[src/rtl/ccnt_pkg.sv]
package ccnt_pkg;
  typedef enum logic [1:0] {
    ACT_HOLD  = 2'd0,
    ACT_COUNT = 2'd1,
    ACT_LOAD  = 2'd2,
    ACT_CLEAR = 2'd3
  } ccnt_act_e;
endpackage

[src/rtl/ccnt_ctrl.sv]
module ccnt_ctrl
  import ccnt_pkg::*;
#(
  parameter bit SYNC_CLR = 1'b0
) (
  input  logic      clr_n,
  input  logic      load_n,
  input  logic      en_par,
  input  logic      en_trk,
  output ccnt_act_e act
);
  // Priority: clear (sync style only), then load, then count, then hold.
  always_comb begin
    if (SYNC_CLR && !clr_n)  act = ACT_CLEAR;
    else if (!load_n)        act = ACT_LOAD;
    else if (en_par && en_trk) act = ACT_COUNT;
    else                     act = ACT_HOLD;
  end
endmodule

[src/rtl/ccnt_state.sv]
module ccnt_state
  import ccnt_pkg::*;
#(
  parameter int unsigned WIDTH     = 4,
  parameter bit          ASYNC_CLR = 1'b1
) (
  input  logic             clk,
  input  logic             clr_n,
  input  ccnt_act_e        act,
  input  logic [WIDTH-1:0] din,
  output logic [WIDTH-1:0] q
);
  localparam logic [WIDTH-1:0] ONE = {{(WIDTH-1){1'b0}}, 1'b1};

  logic [WIDTH-1:0] q_r;
  logic [WIDTH-1:0] q_nxt;

  always_comb begin
    case (act)
      ACT_CLEAR: q_nxt = '0;
      ACT_LOAD:  q_nxt = din;
      ACT_COUNT: q_nxt = q_r + ONE;
      default:   q_nxt = q_r;
    endcase
  end

  generate
    if (ASYNC_CLR) begin : g_async
      always_ff @(posedge clk or negedge clr_n) begin
        if (!clr_n) q_r <= '0;
        else        q_r <= q_nxt;
      end
    end else begin : g_sync
      always_ff @(posedge clk) begin
        q_r <= q_nxt;
      end
    end
  endgenerate

  assign q = q_r;
endmodule

[src/rtl/ccnt_tc.sv]
module ccnt_tc #(
  parameter int unsigned WIDTH = 4
) (
  input  logic [WIDTH-1:0] q,
  input  logic             en_trk,
  output logic             tc
);
  assign tc = en_trk & (&q);
endmodule

[src/rtl/cascade_counter.sv]
module cascade_counter
  import ccnt_pkg::*;
#(
  parameter int unsigned WIDTH     = 4,
  parameter bit          ASYNC_CLR = 1'b1
) (
  input  logic             clk,
  input  logic             clr_n,
  input  logic             load_n,
  input  logic [WIDTH-1:0] din,
  input  logic             en_par,
  input  logic             en_trk,
  output logic [WIDTH-1:0] q,
  output logic             tc
);
  ccnt_act_e act;

  ccnt_ctrl #(.SYNC_CLR(!ASYNC_CLR)) u_ctrl (
    .clr_n (clr_n),
    .load_n(load_n),
    .en_par(en_par),
    .en_trk(en_trk),
    .act   (act)
  );

  ccnt_state #(.WIDTH(WIDTH), .ASYNC_CLR(ASYNC_CLR)) u_state (
    .clk  (clk),
    .clr_n(clr_n),
    .act  (act),
    .din  (din),
    .q    (q)
  );

  ccnt_tc #(.WIDTH(WIDTH)) u_tc (
    .q     (q),
    .en_trk(en_trk),
    .tc    (tc)
  );

  // load copies data regardless of enables
  p_load_r2: assert property (@(posedge clk) disable iff (!clr_n)
    !load_n |=> q == $past(din));

  // both enables high advance by one
  p_count_r1: assert property (@(posedge clk) disable iff (!clr_n)
    (load_n && en_par && en_trk) |=> q == WIDTH'($past(q) + 1'b1));

  // hold when an enable is low
  p_hold_r5: assert property (@(posedge clk) disable iff (!clr_n)
    (load_n && !(en_par && en_trk)) |=> q == $past(q));

  // all ones wraps to zero on count
  p_wrap_r7: assert property (@(posedge clk) disable iff (!clr_n)
    (load_n && en_par && en_trk && (&q)) |=> q == '0);

  // terminal count only at all ones with trickle enable
  p_tc_r6: assert property (@(posedge clk) disable iff (!clr_n)
    tc |-> (en_trk && (&q)));

  generate
    if (ASYNC_CLR) begin : g_chk_async
      // clear holds the count at zero with no edge needed
      p_clear_async_r3: assert property (@(posedge clk)
        !clr_n |-> q == '0);
    end else begin : g_chk_sync
      // clear takes effect at the next edge
      p_clear_sync_r4: assert property (@(posedge clk)
        !clr_n |=> q == '0);
    end
  endgenerate
endmodule

[config.mk]
export PLATFORM = sky130hd
export DESIGN_NAME = cascade_counter
export DESIGN_NICKNAME = d
export VERILOG_FILES = /design/src/rtl/ccnt_pkg.sv /design/src/rtl/ccnt_ctrl.sv /design/src/rtl/ccnt_state.sv /design/src/rtl/ccnt_tc.sv /design/src/rtl/cascade_counter.sv
export SDC_FILE = /design/constraint.sdc
export NUM_CORES = 1
export LEC_CHECK = 0
export BUFFER_PORTS_ARGS = -buffer_cell sky130_fd_sc_hd__buf_4
export CAP_MARGIN = 15
export CORE_AREA = 10 10 47 49
export CTS_CLUSTER_DIAMETER = 150
export DETAILED_ROUTE_END_ITERATION = 8
export DIE_AREA = 0 0 57 59
export SYNTH_ARGS = -nofsm -noshare
export SYNTH_HDL_FRONTEND = slang
export SYNTH_SLANG_ARGS = --single-unit
[constraint.sdc]
create_clock -name clk -period 1.62 [get_ports clk]
set_input_delay 0.324 -clock clk [delete_from_list [all_inputs] [get_ports clk]]
set_output_delay 0.324 -clock clk [all_outputs]
set_load 0.02 [all_outputs]
==> flow_summary.ini <==
[logic_synthesis]
syn_area_per_cell_um2 = 9.47
ys.warnings.count = 0
ys_top_cells_by_area = dfrtp_1 (46%), xor2_1 (8.0%), a21oi_1 (6.9%)
synth_mux_area_frac = 0.0460
synth_compound_area_frac = 0.121
synthesis.area_um2 = 218
synthAdderAreaFrac = 0.0575
synth_largest_area_cell = dfrtp_1
synth-xor-area-share = 0.0805
synth-simple-area-share = 0.218
synthDistinctLibCells = 13
ys_seq_area_frac = 0.460
synthCells = 23
ys_ff_latch = 4
synth_top_area_share = 0.460
synth_top_family_by_area = simple AND/OR/NAND/NOR gates
syn_nets = 33

[die]
die_y_um = 59
initial_core_util = 0.155
rows = 14
coreArea_mm2 = 0.00140
ios = 14
die-area_mm2 = 0.00336
die_x_um = 57

[sta]
period_share = 0.927
fmax_mhz = 666
rsz0062_at_grt = no
skew_ns = 0.000741
max_slew_margin = 0.922
setup_tns_ns = 0
setup_violations = 0
finalCriticalPeriod_ns = 1.50
whs_ns = 0.327
finalHoldViolCount = 0
tightest_slew_ns = 0.114
slew_violations = 0
fin_ws_ns = 0.118

[routing]
drc = 0
post_drt_wl_per_cell_um = 10.6
ant_nets = 0
first_pass_iters = 1
drt_iter0_drc = 0
vias = 216
vias_per_cell = 3.93
finalWirelength_um = 584

[power_and_ir_drop]
vdd_drop_max_mv = 0.227
swShare = 0.278
p_leak_nw = 0.171
pwr-share-clk = 0.356
seqPwrFrac = 0.371
intPower_mw = 0.242
p_switching_mw = 0.0932
combPwrFrac = 0.273
p_per_area_mw_per_mm2 = 920

[clock_tree]
cts_tree = yes
clock_path_buffers = 2
clock_latency_ns = 0.23
clk_pin_slew_ns = 0.04
clock_sink_count = 4
post_cts_buffers = 0
root_buffer = clkbuf_4
numCtsBuffers = 3
h-tree-depth = 1

[global_route]
grt_pass1_wl_um = 876
grt_pass1_vias = 216
grt_usage = 0.0360
grt_start_max_net_pins = 9
busiest_layer = met2
gr-usage-met3 = 0.0322
antenna_found_initial = 0
gr-total-overflow = 0
gr-usage-met1 = 0.0359
met2_usage = 0.0403

[min_path]
hold_path_class = primary input to register
whs_endpoint = u_state.q[1]
min_from = load_n
hold_depth = 2

[placement]
placed_cells = 51
numPortBuffers = 13
dp_hpwl_um = 496
pre_cts_ws_ns = 0.355
gp_congestion = 0.633

[layout]
antenna_cells = 0
drive_above_1_share = 0.462
area_delta_synth_final_pct = 67.2
largest_reg_flops = 4
finalNonFillerCells = 55
nNetsFinal = 51

[outcome]
outcome = finished, final reports clean

[job]
max_cap_viol_count = 0

[worst_setup_path]
end_kind = primary output
cp-start-kind = register
timing.rr.start = u_state.q[0]
crit_type = register to primary output
r2r_cells = 3
ff2ff_setup_slack_ns = 0.56
critPathArrivalTime_ns = 1.18
rr_endpoint = u_state.q[3]
required_ns = 1.30
crit_fanout = 4
## through the flow
step | total power [mW] | utilization | cell area (um^2)
floorplan | 0.171 | - | 218
global placement | 0.217 | 0.237 | 332
detailed placement | 0.217 | 0.237 | 332
CTS | 0.346 | 0.260 | 364
global route | 0.357 | 0.260 | 364
finish | 0.335 | 0.260 | 364
## how the worst max path moves through the flow
stage / start / end / slack, ns / cells after the start
6_report: u_state.q[0] / tc / 0.12 / 3
5_1_grt: u_state.q[0] / tc / 0.08 / 3
4_1_cts: u_state.q[0] / tc / 0.10 / 3
3_5_place_dp: u_state.q[0] / tc / 0.36 / 3
3_3_place_gp: u_state.q[0] / tc / 0.37 / 3
2_1_floorplan: u_state.q[0] / tc / 0.35 / 2
## Yosys cell counts
master	number
a21oi_1	3
a31oi_1	1
and4_2	1
clkbuf_1	1
dfrtp_1	4
ha_1	1
mux2i_1	1
nand2_2	1
nand3_1	2
nor2_1	4
o21ai_0	1
or3_1	1
xor2_1	2
## per-layer routing
metal / wire [um] / vias up
met1: 239 / 88
met5: 0 / -
met2: 237 / 10
li1: - / 116
met4: 6 / 0
met3: 99 / 2
## power by group through the flow
| stage | clock network [mW] | logic, mW | registers, mW |
|---|---|---|---|
| final | 0.119 | 0.0915 | 0.124 |
| after global routing | 0.129 | 0.101 | 0.127 |
| after CTS | 0.128 | 0.0935 | 0.125 |
| after detailed placement | 0 | 0.0914 | 0.126 |
| after global placement | 0 | 0.0917 | 0.126 |
| after floorplan | 0 | 0.0318 | 0.139 |
## critical path, stage by stage, from the launching register on
cell and delay [ns]:
dfrtp_1 0.41, ha_1 0.22, and4_2 0.17, buf_4 0.15
## cell usage in the layout (no fill, tap or decap)
cell and instances:
buf_4 13, nor2_1 4, dfrtp_1 4, a21oi_1 3, clkbuf_4 3, nand3_1 2
xor2_1 2, and4_2 1, nand2_2 1, o21ai_0 1, or3_1 1, a31oi_1 1
mux2i_1 1, ha_1 1, dlygate4sd3_1 1
## logic make-up (layout without fill, tap and decap cells)
| kind of cell | count (synthesis) | after routing |
|---|---|---|
| and+or+nand+nor | 9 | 9 |
| adders and majority gates | 1 | 1 |
| muxes | 1 | 1 |
| AOI/OAI and AO/OA | 5 | 5 |
| DFF | 4 | 4 |
| xor gates and xnor gates | 2 | 2 |
| buffers and inverters | 1 | 17 |
## layout make-up
cell class                      count  area [um^2]
Fill cell                         160         1040
Multi-Input combinational cell     18          114
Timing Repair Buffer               14          108
Sequential cell                     4          100
Clock buffer                        3         22.5
Tap cell                           16         20.0
## timing repair
action / 4_1_cts / 5_1_grt
hold buffers: 1 / 0
hold endpoints to repair: 4 / 0
gates resized for setup: 0 / 0
Power figures use the tool's default switching activity.
